===== config.mk =====
export PLATFORM = sky130hd
export DESIGN_NAME = clkdrv_cfg_target
export DESIGN_NICKNAME = d
export VERILOG_FILES = /design/src/rtl/clkcfg_pkg.sv /design/src/rtl/clkcfg_busmon.sv /design/src/rtl/clkcfg_regbank.sv /design/src/rtl/clkcfg_link.sv /design/src/rtl/clkdrv_cfg_target.sv
export SDC_FILE = /design/constraint.sdc
export NUM_CORES = 1
export LEC_CHECK = 0
export BUFFER_PORTS_ARGS = -buffer_cell sky130_fd_sc_hd__buf_2
export CAP_MARGIN = 20
export CELL_PAD_IN_SITES_DETAIL_PLACEMENT = 2
export CELL_PAD_IN_SITES_GLOBAL_PLACEMENT = 2
export CORE_MARGIN = 2
export CORE_UTILIZATION = 35
export CTS_BUF_LIST = sky130_fd_sc_hd__clkbuf_2
export DETAILED_ROUTE_END_ITERATION = 16
export GPL_TIMING_DRIVEN = 0
export PLACE_DENSITY = 0.93
export SYNTH_ARGS = -nofsm -noshare
export SYNTH_HDL_FRONTEND = slang
export SYNTH_SLANG_ARGS = --single-unit
export TNS_END_PERCENT = 5

===== constraint.sdc =====
create_clock -name clk -period 3.6 [get_ports clk]
set_clock_uncertainty 0.2 [all_clocks]
set_input_delay 0.18 -clock clk [delete_from_list [all_inputs] [get_ports clk]]
set_output_delay 0.18 -clock clk [all_outputs]
set_load 0.03 [all_outputs]

===== src/rtl/clkcfg_pkg.sv =====
package clkcfg_pkg;

    localparam int BYTE_W = 8;
    localparam int IDX_W  = 4;
    localparam int CNT_W  = 4;
    localparam int NOUT   = 10;

    typedef logic [BYTE_W-1:0] byte_t;

    typedef enum logic [2:0] {
        ST_IDLE,
        ST_RX,
        ST_ACK,
        ST_TX,
        ST_RACK,
        ST_WAIT
    } link_st_e;

    typedef enum logic [1:0] {
        PH_ADDR,
        PH_WRITE,
        PH_READ
    } phase_e;

    typedef struct packed {
        logic scl;
        logic sda;
        logic scl_rise;
        logic scl_fall;
        logic start;
        logic stop;
    } bus_ev_t;

    typedef struct packed {
        logic             we;
        logic [IDX_W-1:0] idx;
        byte_t            data;
    } wr_req_t;

    function automatic byte_t reg_reset(input int idx, input int nreg);
        return (idx == nreg - 1) ? 8'h1F : 8'hFF;
    endfunction

    function automatic byte_t reg_wmask(input int idx, input int nreg);
        return (idx == nreg - 1) ? 8'h1F : 8'hFF;
    endfunction

    function automatic logic [NOUT-1:0] map_enables(input byte_t r5, input byte_t r6);
        logic [NOUT-1:0] e;
        e[0] = r5[7];
        e[1] = r5[2];
        e[2] = r5[6];
        e[3] = r5[5];
        e[4] = r5[4];
        e[5] = r6[1];
        e[6] = r6[2];
        e[7] = r6[3];
        e[8] = r6[4];
        e[9] = r5[3];
        return e;
    endfunction

endpackage


===== src/rtl/clkcfg_busmon.sv =====
module clkcfg_busmon
    import clkcfg_pkg::*;
#(
    parameter int STAGES = 2
) (
    input  logic    clk,
    input  logic    rst,
    input  logic    scl_i,
    input  logic    sda_i,
    output bus_ev_t ev
);

    logic [1:0] stage_q [STAGES];
    logic [1:0] prev_q;
    logic [1:0] cur;

    always_ff @(posedge clk) begin
        if (rst) begin
            for (int i = 0; i < STAGES; i++) stage_q[i] <= 2'b11;
            prev_q <= 2'b11;
        end else begin
            stage_q[0] <= {scl_i, sda_i};
            for (int i = 1; i < STAGES; i++) stage_q[i] <= stage_q[i-1];
            prev_q <= stage_q[STAGES-1];
        end
    end

    assign cur = stage_q[STAGES-1];

    always_comb begin
        ev.scl      = cur[1];
        ev.sda      = cur[0];
        ev.scl_rise = cur[1] & ~prev_q[1];
        ev.scl_fall = ~cur[1] & prev_q[1];
        ev.start    = cur[1] & prev_q[1] & prev_q[0] & ~cur[0];
        ev.stop     = cur[1] & prev_q[1] & ~prev_q[0] & cur[0];
    end

endmodule


===== src/rtl/clkcfg_regbank.sv =====
module clkcfg_regbank
    import clkcfg_pkg::*;
#(
    parameter int NREG = 7
) (
    input  logic               clk,
    input  logic               rst,
    input  wr_req_t            wr,
    output logic [NREG*8-1:0]  regs_o
);

    for (genvar g = 0; g < NREG; g++) begin : g_reg
        localparam byte_t RST_V = reg_reset(g, NREG);
        localparam byte_t MASK  = reg_wmask(g, NREG);
        byte_t q;

        always_ff @(posedge clk) begin
            if (rst) begin
                q <= RST_V;
            end else if (wr.we && wr.idx == IDX_W'(g)) begin
                q <= (wr.data & MASK) | (q & ~MASK);
            end
        end

        assign regs_o[g*8 +: 8] = q;
    end

endmodule


===== src/rtl/clkcfg_link.sv =====
module clkcfg_link
    import clkcfg_pkg::*;
#(
    parameter int          NREG     = 7,
    parameter logic [6:0]  DEV_ADDR = 7'h6A
) (
    input  logic              clk,
    input  logic              rst,
    input  bus_ev_t           ev,
    input  logic [NREG*8-1:0] regs,
    output wr_req_t           wr,
    output logic              sda_oe
);

    localparam logic [CNT_W-1:0] CNT_MAX    = '1;
    localparam logic [CNT_W-1:0] CNT_WR_BEG = CNT_W'(2);
    localparam logic [CNT_W-1:0] CNT_WR_END = CNT_W'(NREG + 2);

    link_st_e         st;
    phase_e           phase;
    logic [3:0]       bitcnt;
    byte_t            sh;
    logic [CNT_W-1:0] cnt;
    logic             nack;
    byte_t            tx_byte;
    logic [CNT_W-1:0] cnt_inc;

    assign cnt_inc = (cnt == CNT_MAX) ? cnt : cnt + 1'b1;

    always_comb begin
        tx_byte = 8'hFF;
        if (cnt == '0) tx_byte = 8'(NREG);
        for (int i = 0; i < NREG; i++) begin
            if (cnt == CNT_W'(i + 1)) tx_byte = regs[i*8 +: 8];
        end
    end

    always_ff @(posedge clk) begin
        if (rst) begin
            st     <= ST_IDLE;
            phase  <= PH_ADDR;
            bitcnt <= '0;
            sh     <= '0;
            cnt    <= '0;
            nack   <= 1'b0;
            sda_oe <= 1'b0;
            wr     <= '0;
        end else begin
            wr.we <= 1'b0;
            if (ev.start) begin
                st     <= ST_RX;
                phase  <= PH_ADDR;
                bitcnt <= '0;
                cnt    <= '0;
                sda_oe <= 1'b0;
            end else if (ev.stop) begin
                st     <= ST_IDLE;
                sda_oe <= 1'b0;
            end else begin
                unique case (st)
                    ST_RX: begin
                        if (ev.scl_rise) begin
                            sh     <= {sh[6:0], ev.sda};
                            bitcnt <= bitcnt + 1'b1;
                        end else if (ev.scl_fall && bitcnt == 4'd8) begin
                            if (phase == PH_ADDR) begin
                                if (sh[7:1] == DEV_ADDR) begin
                                    sda_oe <= 1'b1;
                                    st     <= ST_ACK;
                                    phase  <= sh[0] ? PH_READ : PH_WRITE;
                                end else begin
                                    st <= ST_WAIT;
                                end
                            end else begin
                                sda_oe <= 1'b1;
                                st     <= ST_ACK;
                                if (cnt >= CNT_WR_BEG && cnt < CNT_WR_END) begin
                                    wr.we   <= 1'b1;
                                    wr.idx  <= IDX_W'(cnt - CNT_WR_BEG);
                                    wr.data <= sh;
                                end
                                cnt <= cnt_inc;
                            end
                        end
                    end
                    ST_ACK: begin
                        if (ev.scl_fall) begin
                            bitcnt <= '0;
                            if (phase == PH_READ) begin
                                st     <= ST_TX;
                                sh     <= tx_byte;
                                sda_oe <= ~tx_byte[7];
                                cnt    <= cnt_inc;
                            end else begin
                                st     <= ST_RX;
                                sda_oe <= 1'b0;
                            end
                        end
                    end
                    ST_TX: begin
                        if (ev.scl_rise) begin
                            bitcnt <= bitcnt + 1'b1;
                        end else if (ev.scl_fall) begin
                            if (bitcnt == 4'd8) begin
                                sda_oe <= 1'b0;
                                st     <= ST_RACK;
                            end else begin
                                sh     <= {sh[6:0], 1'b0};
                                sda_oe <= ~sh[6];
                            end
                        end
                    end
                    ST_RACK: begin
                        if (ev.scl_rise) begin
                            nack <= ev.sda;
                        end else if (ev.scl_fall) begin
                            bitcnt <= '0;
                            if (nack) begin
                                st <= ST_WAIT;
                            end else begin
                                st     <= ST_TX;
                                sh     <= tx_byte;
                                sda_oe <= ~tx_byte[7];
                                cnt    <= cnt_inc;
                            end
                        end
                    end
                    default: begin
                        sda_oe <= 1'b0;
                    end
                endcase
            end
        end
    end

endmodule


===== src/rtl/clkdrv_cfg_target.sv =====
module clkdrv_cfg_target
    import clkcfg_pkg::*;
#(
    parameter int          NREG        = 7,
    parameter int          SYNC_STAGES = 2,
    parameter logic [6:0]  DEV_ADDR    = 7'h6A
) (
    input  logic               clk,
    input  logic               rst,
    input  logic               scl_i,
    input  logic               sda_i,
    output logic               sda_oe,
    output logic [NREG*8-1:0]  cfg_regs,
    output logic [NOUT-1:0]    out_en
);

    bus_ev_t ev;
    wr_req_t wr;

    clkcfg_busmon #(.STAGES(SYNC_STAGES)) u_busmon (
        .clk   (clk),
        .rst   (rst),
        .scl_i (scl_i),
        .sda_i (sda_i),
        .ev    (ev)
    );

    clkcfg_link #(.NREG(NREG), .DEV_ADDR(DEV_ADDR)) u_link (
        .clk    (clk),
        .rst    (rst),
        .ev     (ev),
        .regs   (cfg_regs),
        .wr     (wr),
        .sda_oe (sda_oe)
    );

    clkcfg_regbank #(.NREG(NREG)) u_regbank (
        .clk    (clk),
        .rst    (rst),
        .wr     (wr),
        .regs_o (cfg_regs)
    );

    assign out_en = map_enables(cfg_regs[(NREG-2)*8 +: 8], cfg_regs[(NREG-1)*8 +: 8]);

endmodule


==> impl_metrics.tcl, run 1 <==
set metrics [dict create \
    status "completed" \
    hold_buffers 3 \
    worst_pin_slew_ns 1.13 \
    grt_pass1_vias 5196 \
    drc_errors 0 \
    synth_ff_type "dfxtp_1" \
    required_ns 3.95 \
    drtIter0Drc 320 \
    switching_power_uw 475 \
    cp_slowest_cell "dfxtp_1" \
    yosysSeqAreaShare_pct 39.3 \
    endpoint_kind "register" \
    dieHeight_um 122 \
    timing.rr.end "u_link.sh[4]" \
    max-vdd-ir-drop_v 0.000160 \
    yosys.area_share.simple_pct 21.8 \
    synthArstFlopShare_pct 0 \
    p_sw_share_pct 25.5 \
    wl_met1_mm 8.17 \
    rr_worst_depth 7 \
    core-area_um2 13300 \
    internal-power_mw 1.39 \
    hp-class "primary input to register" \
    cts_setup_buffers 0 \
    synth_area_leaders "dfxtp_1 (39%), mux2i_1 (12%), nand2_1 (7.1%), nor2_1 (4.0%), buf_4 (2.3%)" \
    synth_compound_area_share_pct 15.7 \
    cts.path.max_buffers 2 \
    root_buffer "clkbuf_2" \
    rows 42 \
    clockPowerShare_pct 39.5 \
    cap_violations 0 \
    fp.dieW_um 122 \
    start_util_pct 36.2 \
    die_area_um2 14800 \
    ys_ff_latch 95 \
    power.density_nw_per_um2 331 \
    synth_top_area_cell "dfxtp_1" \
    grt_pass1_wl_mm 30.4 \
    syn_avg_cell_area_um2 8.64 \
    clock-sinks 95 \
    power_leakage_nw 2.23 \
    cts_made_buffers 9 \
    met2_wirelength_mm 9.75 \
    synthTopCellsByCount "dfxtp_1 (95), nand2_1 (91), mux2i_1 (58)" \
    crit_buf_inv 1 \
    drive_above_1_share_pct 20.5 \
    path_clk_slew_ns 0.26 \
    hpwl_mm 14.2 \
    pwr-share-comb_pct 3.4 \
    synth_edf_count 0 \
    postLayoutCoreUtil_pct 42.2 \
    final-setup-viol-count 0 \
    cp_cell_sequence "inv_1 -> ha_1 -> and2b_1 -> o311ai_0 -> o21ai_0 -> a221o_1 -> a311oi_1" \
    grt_max_degree 18 \
    cts_max_level 3 \
    cts_tree "yes" \
    yosys.area_share.xor_xnor_pct 1.63 \
    crit_start "u_link.cnt[1]" \
    timing.final.crit_share_pct 84.6 \
    dr_total_vias 4787 \
    clk_latency_ns 0.66 \
    synth_top_area_share_pct 39.3 \
    io_buffers 67 \
    crit_path_start_kind "register" \
    gp_congestion 0.877 \
    max_stage_delay_ns 0.55 \
    cp.arrival_ns 3.39 \
    seq_power_share_pct 57.1 \
    synth_fa_ha_area_share_pct 2.33 \
    io_pins 71 \
    syn-instance-count 560 \
    final.min_clock_period_ns 3.05 \
    wl_mm 19.9 \
    finalHoldViolCount 0 \
    synth_top_family_by_area "simple AND/OR/NAND/NOR gates" \
    gr-total-overflow 0 \
    r2r_slack_ns 0.55 \
    rsz0062_at_grt "no" \
    critPathMaxFanout 9 \
    first_pass_iters 5 \
    highest_layer "met4" \
    area_growth_pct 16.5 \
    muxShareOfSynthArea_pct 12.0 \
    wire_per_inst_um 24.0 \
    endpoint "u_link.sh[4]" \
    drv_slew 0 \
    tns_ns 0 \
    ant_nets 0 \
    critPathKind "register to register" \
    worstReg2RegStart "u_link.cnt[1]" \
    path_delay_family "compound AO/OA/AOI/OAI gates" \
    finalNetCount 658 \
    synth_most_common_cell "dfxtp_1" \
    slew_headroom_pct 24.0 \
    path_depth 7 \
    fmax_mhz 328 \
    met3_length_mm 1.08 \
    antenna_found_initial 1 \
    via_per_inst 5.79 \
    syn_area_um2 4840 \
    fillers 1541 \
    yosysWarnings 0 \
    synth_cell_types 63 \
    ctsResizeCount 0 \
    grt_usage_pct 27.4 \
]
## power groups by stage
stage | Sequential (mW) | Clock, mW | Combinational (mW)
final | 1.06 | 0.737 | 0.0631
after global routing | 1.07 | 0.791 | 0.0674
after CTS | 1.06 | 0.746 | 0.0620
after detailed placement | 1.08 | 0 | 0.0584
after global placement | 1.08 | 0 | 0.0550
after floorplan | 1.08 | 0 | 0.0371
## worst reg2reg max path: stages (launching register included)
cell and delay (ns):
dfxtp_1 0.55, inv_1 0.16, ha_1 0.38, and2b_1 0.36
o311ai_0 0.40, o21ai_0 0.19, a221o_1 0.44, a311oi_1 0.31
## cells in the final DEF (no fill, tap or decap), types with 8 or more instances in the layout
cell type	n
clkbuf_1	19
dfxtp_1	95
inv_1	18
buf_2	80
ha_1	9
nor2_1	51
clkbuf_2	9
buf_4	16
a21oi_1	20
nor2b_1	15
mux2i_1	58
nand2b_1	10
nand2_1	91
o21ai_0	16
nand3_1	9
o211ai_1	8
## routing by layer
layer	global-route usage, %	up-vias
li1	-	2109
met1	32.7	2391
met2	46.9	216
met3	4.45	71
met4	15.1	0
met5	0	-
## registers in the layout, summed over array words and instances, names as in the netlist
name	count
u_regbank.g.q	53
u_link.wr	13
u_link.sh	8
u_busmon.stage_q	4
u_link.bitcnt	4
u_link.cnt	4
u_link.st	3
u_busmon.prev_q	2
u_link.phase	2
u_link.nack	1
u_link.sda_oe	1
## logic make-up (layout without fill, tap and decap cells)
family / Yosys count / count (layout)
and+or+nand+nor: 217 / 217
adders and majority gates: 9 / 9
buffers and inverters: 70 / 158
DFF: 95 / 95
other: 1 / 4
AOI/OAI and AO/OA: 101 / 101
xor gates and xnor gates: 9 / 9
muxes: 58 / 58
## final cells by class
class	instances	area [µm²]	share of cell area, %
Buffer	52	275	4.89
Tap cell	176	220	3.91
Multi-Input combinational cell	397	2610	46.3
Clock inverter	7	128	2.27
Antenna cell	1	2.50	0.0444
Clock buffer	9	45.0	0.800
Timing Repair Buffer	72	384	6.82
Sequential cell	95	1900	33.8
Inverter	18	67.6	1.20
## stage by stage
step | setup slack [ns] | instance area [µm²] | power [mW] | hold WS, ns | instances
after floorplan | 1.37 | 4840 | 1.12 | 0.0838 | 562
after global placement | 0.884 | 5400 | 1.14 | 0.165 | 805
after detailed placement | 0.742 | 5420 | 1.14 | 0.169 | 806
after CTS | 0.595 | 5620 | 1.87 | 0.0425 | 825
after global routing | 0.374 | 5630 | 1.92 | 0.0532 | 827
final | 0.553 | 5630 | 1.86 | 0.0725 | 827
## worst min path at each step
| stage | cells after the start | from | endpoint |
|---|---|---|---|
| global route | 3 | scl_i | u_busmon.stage_q[0][1] |
| global placement | 2 | sda_i | u_busmon.stage_q[0][0] |
| detailed placement | 2 | sda_i | u_busmon.stage_q[0][0] |
| floorplan | 1 | sda_i | u_busmon.stage_q[0][0] |
| finish | 3 | sda_i | u_busmon.stage_q[0][0] |
| CTS | 3 | sda_i | u_busmon.stage_q[0][0] |
Power figures use the tool's default switching activity.
==> run 2: changes to the inputs <==
==> constraint.sdc (replaced) <==
create_clock -name clk -period 3 [get_ports clk]
set_clock_uncertainty 0.2 [all_clocks]
set_input_delay 0.15 -clock clk [delete_from_list [all_inputs] [get_ports clk]]
set_output_delay 0.15 -clock clk [all_outputs]
set_load 0.03 [all_outputs]
==> impl_metrics.tcl, run 2 (synthesis gave the netlist of run 1 again) <==
set metrics [dict create \
    status "completed" \
    finalNetCount 660 \
    tns_ns 0 \
    dieHeight_um 122 \
    rsz0062_at_grt "no" \
    via_per_inst 5.80 \
    worst_pin_slew_ns 1.12 \
    grt_usage_pct 27.4 \
    critPathKind "register to register" \
    io_pins 71 \
    fin_cells 829 \
    r2r_slack_ns 0.1 \
    antenna_found_initial 1 \
    pwr-share-comb_pct 3.5 \
    finalPower_mw 2.24 \
    drtIter0Drc 305 \
    wire_per_inst_um 23.9 \
    mostFrequentLayoutCells "dfxtp_1 (93), nand2_1 (91), buf_2 (80)" \
    crit_start "u_link.cnt[1]" \
    drc_errors 0 \
    first_pass_iters 5 \
    final-setup-viol-count 0 \
    layout.cells.most_common "dfxtp_1" \
    clock-sinks 95 \
    drive_above_1_share_pct 20.9 \
    core-area_um2 13300 \
    power_leakage_nw 2.24 \
    clk_latency_ns 0.64 \
    fp.dieW_um 122 \
    cp.arrival_ns 3.23 \
    critPathMaxFanout 10 \
    gp_congestion 0.877 \
    power.density_nw_per_um2 396 \
    slew_headroom_pct 25.2 \
    top_register "u_regbank.g.q" \
    endpoint_kind "register" \
    clockPowerShare_pct 39.5 \
    max-vdd-ir-drop_v 0.000192 \
    finalHoldViolCount 0 \
    crit_path_start_kind "register" \
    grt_pass1_vias 5203 \
    area_growth_pct 17.0 \
    switching_power_uw 571 \
    dp_cells 806 \
    final.min_clock_period_ns 2.90 \
    cts_setup_buffers 0 \
    rows 42 \
    start_util_pct 36.2 \
    gr-total-overflow 0 \
    cts.path.max_buffers 2 \
    dr_total_vias 4809 \
    ant_nets 0 \
    io_buffers 67 \
    timing.rr.end "u_link.sh[2]" \
    largestRegisters "u_regbank.g.q (53), u_link.wr (13), u_link.sh (8)" \
    grt_pass1_wl_mm 30.4 \
    seq_power_share_pct 57.0 \
    p_sw_share_pct 25.5 \
    hp-class "register to register" \
    timing.final.crit_share_pct 96.8 \
    internal-power_mw 1.67 \
    drv_slew 0 \
    grt_max_degree 18 \
    worstReg2RegStart "u_link.cnt[1]" \
    rr_worst_depth 8 \
    die_area_um2 14800 \
    cts_made_buffers 9 \
    path_clk_slew_ns 0.26 \
    required_ns 3.33 \
    fmax_mhz 344 \
    root_buffer "clkbuf_2" \
    cts_max_level 3 \
    cts_tree "yes" \
    cap_violations 0 \
    wl_mm 19.8 \
    largest_register_ff_count 53 \
    place_ws_ns 0.142 \
    endpoint "u_link.sh[2]" \
    hpwl_mm 14.2 \
    fin_ws_ns 0.0955 \
]
run 2: cell count changes in the layout (fill, tap and decap cells not counted), sizes merged:
cell         delta
dlygate4sd3     +2
run 2: timing repair:
| item | CTS | global route |
|---|---|---|
| endpoints found under the setup margin | 1 | 5 |
| resized for setup | 1 | 2 |
| hold endpoints to repair | 12 | 0 |
| hold buffers | 5 | 0 |
run 2: worst min-delay path by stage:
| stage | from | endpoint | slack [ns] | cells after the start |
|---|---|---|---|---|
| 2_1_floorplan | sda_i | u_busmon.stage_q[0][0] | 0.05 | 1 |
| 3_3_place_gp | sda_i | u_busmon.stage_q[0][0] | 0.13 | 2 |
| 3_5_place_dp | sda_i | u_busmon.stage_q[0][0] | 0.14 | 2 |
| 4_1_cts | u_busmon.stage_q[0][1] | u_busmon.stage_q[0][3] | 0.26 | 1 |
| 5_1_grt | u_busmon.stage_q[0][1] | u_busmon.stage_q[0][3] | 0.28 | 1 |
| 6_report | u_busmon.stage_q[0][1] | u_busmon.stage_q[0][3] | 0.25 | 1 |
run 2: cell type report:
class / count / area, µm²
inverters: 18 / 67.6
multi-input cells: 397 / 2610
clock inverters: 7 / 128
repair buffers: 74 / 404
diodes: 1 / 2.50
clock buffers: 9 / 45.0
plain buffers: 52 / 275
flip-flops and latches: 95 / 1900
well taps: 176 / 220
fillers: 1546 / 7690
run 2: critical path, cell delays in order (launching register included):
cell	delay (ns)
dfxtp_2	0.48
ha_1	0.26
clkbuf_1	0.55
buf_2	0.36
nor2_1	0.15
o211ai_1	0.11
o21ai_0	0.16
o311a_1	0.34
nor3_1	0.20
run 2: power by group through the flow:
stage,Clock (mW),Combinational [mW],Sequential [mW]
final,0.886,0.0778,1.28
after global routing,0.951,0.0829,1.28
after CTS,0.896,0.0764,1.28
after detailed placement,0,0.0701,1.30
after global placement,0,0.0660,1.30
after floorplan,0,0.0446,1.30
run 2: stage by stage:
step                area (µm²)  util, %  hold WS, ns
floorplan                 4840        -       0.0538
global placement          5400     40.5        0.135
detailed placement        5420     40.6        0.139
CTS                       5640     42.3        0.260
global route              5660     42.4        0.284
finish                    5660     42.4        0.250
run 2: metal layers:
layer	part of all wire, %	routed length [µm]	GRT usage (%)
met1	40	8000	32.8
met2	50	9880	47.0
met3	6.0	1180	4.45
met4	4.0	784	15.1
met5	0	0	0
==> run 3: changes to the inputs <==
--- a/config.mk
+++ b/config.mk
@@ -5,16 +5,17 @@
 export SDC_FILE = /design/constraint.sdc
 export NUM_CORES = 1
 export LEC_CHECK = 0
+export ABC_AREA = 1
 export BUFFER_PORTS_ARGS = -buffer_cell sky130_fd_sc_hd__buf_2
 export CAP_MARGIN = 20
 export CELL_PAD_IN_SITES_DETAIL_PLACEMENT = 2
 export CELL_PAD_IN_SITES_GLOBAL_PLACEMENT = 2
 export CORE_MARGIN = 2
-export CORE_UTILIZATION = 35
+export CORE_UTILIZATION = 33
 export CTS_BUF_LIST = sky130_fd_sc_hd__clkbuf_2
 export DETAILED_ROUTE_END_ITERATION = 16
 export GPL_TIMING_DRIVEN = 0
-export PLACE_DENSITY = 0.93
+export PLACE_DENSITY = 0.94
 export SYNTH_ARGS = -nofsm -noshare
 export SYNTH_HDL_FRONTEND = slang
 export SYNTH_SLANG_ARGS = --single-unit
==> impl_metrics.tcl, run 3 <==
set metrics [dict create \
    status "completed" \
    yosysWarnings 0 \
    cts_setup_buffers 0 \
    ys_ff_latch 95 \
    io_pins 71 \
    hpwl_mm 13.8 \
    worst_pin_slew_ns 0.740 \
    power_leakage_nw 2.67 \
    synth_top_area_cell "dfxtp_1" \
    gp_congestion 0.851 \
    clk_latency_ns 0.63 \
    first_pass_iters 4 \
    gr-total-overflow 0 \
    timing.final.crit_share_pct 83.1 \
    fin_hold_ws_ns 0.0325 \
    wl_mm 18.5 \
    crit_start "u_link.cnt[1]" \
    io_buffers 67 \
    cts.path.max_buffers 2 \
    endpoint_kind "register" \
    drtIter0Drc 232 \
    cap_violations 0 \
    grt_pass1_vias 5401 \
    seqCellArea_um2 1900 \
    fillers 1774 \
    crit_buf_inv 5 \
    root_buffer "clkbuf_2" \
    synthTopCellsByCount "nand2_1 (157), inv_1 (98), dfxtp_1 (95)" \
    path_delay_family "simple AND/OR/NAND/NOR gates" \
    cts_max_level 3 \
    drc_errors 0 \
    dr_total_vias 5003 \
    cp_slowest_cell "dfxtp_1" \
    hp-class "primary input to register" \
    mostFrequentLayoutCells "nand2_1 (157), inv_1 (98), dfxtp_1 (95)" \
    fin_cells 962 \
    fin_area_um2 5600 \
    grt_pass1_wl_mm 29.4 \
    cts_made_buffers 9 \
    yosysSeqAreaShare_pct 39.2 \
    synth_ff_type "dfxtp_1" \
    tns_ns 0 \
    cts_tree "yes" \
    finalHoldViolCount 0 \
    slew_headroom_pct 50.7 \
    final.min_clock_period_ns 2.49 \
    hold_start "sda_i" \
    hold_buffers 4 \
    largestRegisters "u_regbank.g.q (53), u_link.wr (13), u_link.sh (8)" \
    area_growth_pct 15.3 \
    dp_cells 942 \
    final-setup-viol-count 0 \
    path_clk_slew_ns 0.25 \
    place_area_um2 5430 \
    grt_max_degree 15 \
    critPathMaxFanout 9 \
    syn_avg_cell_area_um2 7.05 \
    drv_slew 0 \
    fmax_mhz 401 \
    core-area_um2 14500 \
    fp.dieW_um 125 \
    synth_most_common_cell "nand2_1" \
    start_util_pct 33.5 \
    rsz0062_at_grt "no" \
    cp_cell_sequence "inv_1 -> ha_1 -> buf_2 -> nand3_2 -> inv_1 -> nand2_1 -> nand2_1 -> inv_1 -> nand2_1 -> nand2_1 -> nand2_1 -> nand3_1 -> nand2_1 -> inv_1" \
    die_area_um2 15700 \
    finalNetCount 786 \
    largest_register_ff_count 53 \
    multiInputGateArea_um2 2310 \
    syn_area_um2 4860 \
    layout.cells.most_common "nand2_1" \
    synth_cell_types 37 \
    max-vdd-ir-drop_v 0.000258 \
    grt_usage_pct 23.7 \
    via_per_inst 5.20 \
    cp.arrival_ns 2.86 \
    dieHeight_um 125 \
    clock-sinks 95 \
    drive_above_1_share_pct 19.9 \
    crit_path_start_kind "register" \
    rows 44 \
    worstReg2RegStart "u_link.cnt[1]" \
    top_register "u_regbank.g.q" \
    num_antenna_cells 0 \
    ant_nets 0 \
    synth_area_leaders "dfxtp_1 (39%), nand2_1 (12%), inv_1 (7.6%), a21oi_1 (6.3%), o211ai_1 (4.3%)" \
    synthArstFlopShare_pct 0 \
    critPathKind "register to register" \
    synth_edf_count 0 \
    antenna_found_initial 0 \
    synth_top_area_share_pct 39.2 \
    syn-instance-count 689 \
    crit_top_cell "nand2_1" \
    ctsResizeCount 0 \
    wire_per_inst_um 19.2 \
    max_stage_delay_ns 0.43 \
    power.density_nw_per_um2 583 \
    required_ns 3.37 \
]
==> run 3: per-stage QoR <==
stage          utilization [%]  setup slack [ns]  total power [mW]
2_1_floorplan                -              1.16              2.17
3_3_place_gp              37.5             0.764              2.43
3_5_place_dp              37.5             0.621              2.51
4_1_cts                   38.7             0.525              3.27
5_1_grt                   38.7             0.231              3.47
6_report                  38.7             0.508              3.26
==> run 3: worst paths after layout <==
check	endpoint	slack, ns	depth (start not counted)
hold reg to reg	u_busmon.stage_q[0][2]	0.24	1
setup reg to reg	u_link.sda_oe	0.51	14
setup / recovery	u_link.sda_oe	0.51	14
hold / removal	u_busmon.stage_q[0][0]	0.03	3
==> run 3: logic make-up after synthesis <==
logic type	after synthesis	share of synthesized area, %
AO/OA/AOI/OAI	146	17.8
XOR/XNOR	3	0.541
adder cells (fa/ha/maj)	9	2.32
buffers and inverters	151	13.3
flip-flops	95	39.2
other	1	0.0772
AND/OR/NAND/NOR	284	26.8
==> run 3: layer usage <==
layer	global-route usage, %	vias to the layer above	share of wire, %
met5	0	-	0
met4	9.41	0	2.4
met3	3.77	36	3.8
met2	42.2	109	51
met1	28.6	2506	43
li1	-	2352	-
==> run 3: layout make-up <==
type / instances / area share [%]
Multi-Input combinational cell: 445 / 41.4
Inverter: 112 / 7.51
Buffer: 39 / 4.05
Clock inverter: 5 / 1.30
Clock buffer: 11 / 0.984
Tap cell: 184 / 4.11
Timing Repair Buffer: 71 / 6.71
Sequential cell: 95 / 34.0
==> run 3: worst min-delay path: stages <==
cell and delay (ns):
dlygate4sd3_1 0.51, buf_2 0.09, or2_2 0.09
==> run 3: report_power, final <==
part / switching (mW) / internal, mW
sequential: 0.0807 / 1.35
clock: 0.469 / 0.276
combinational: 0.766 / 0.323
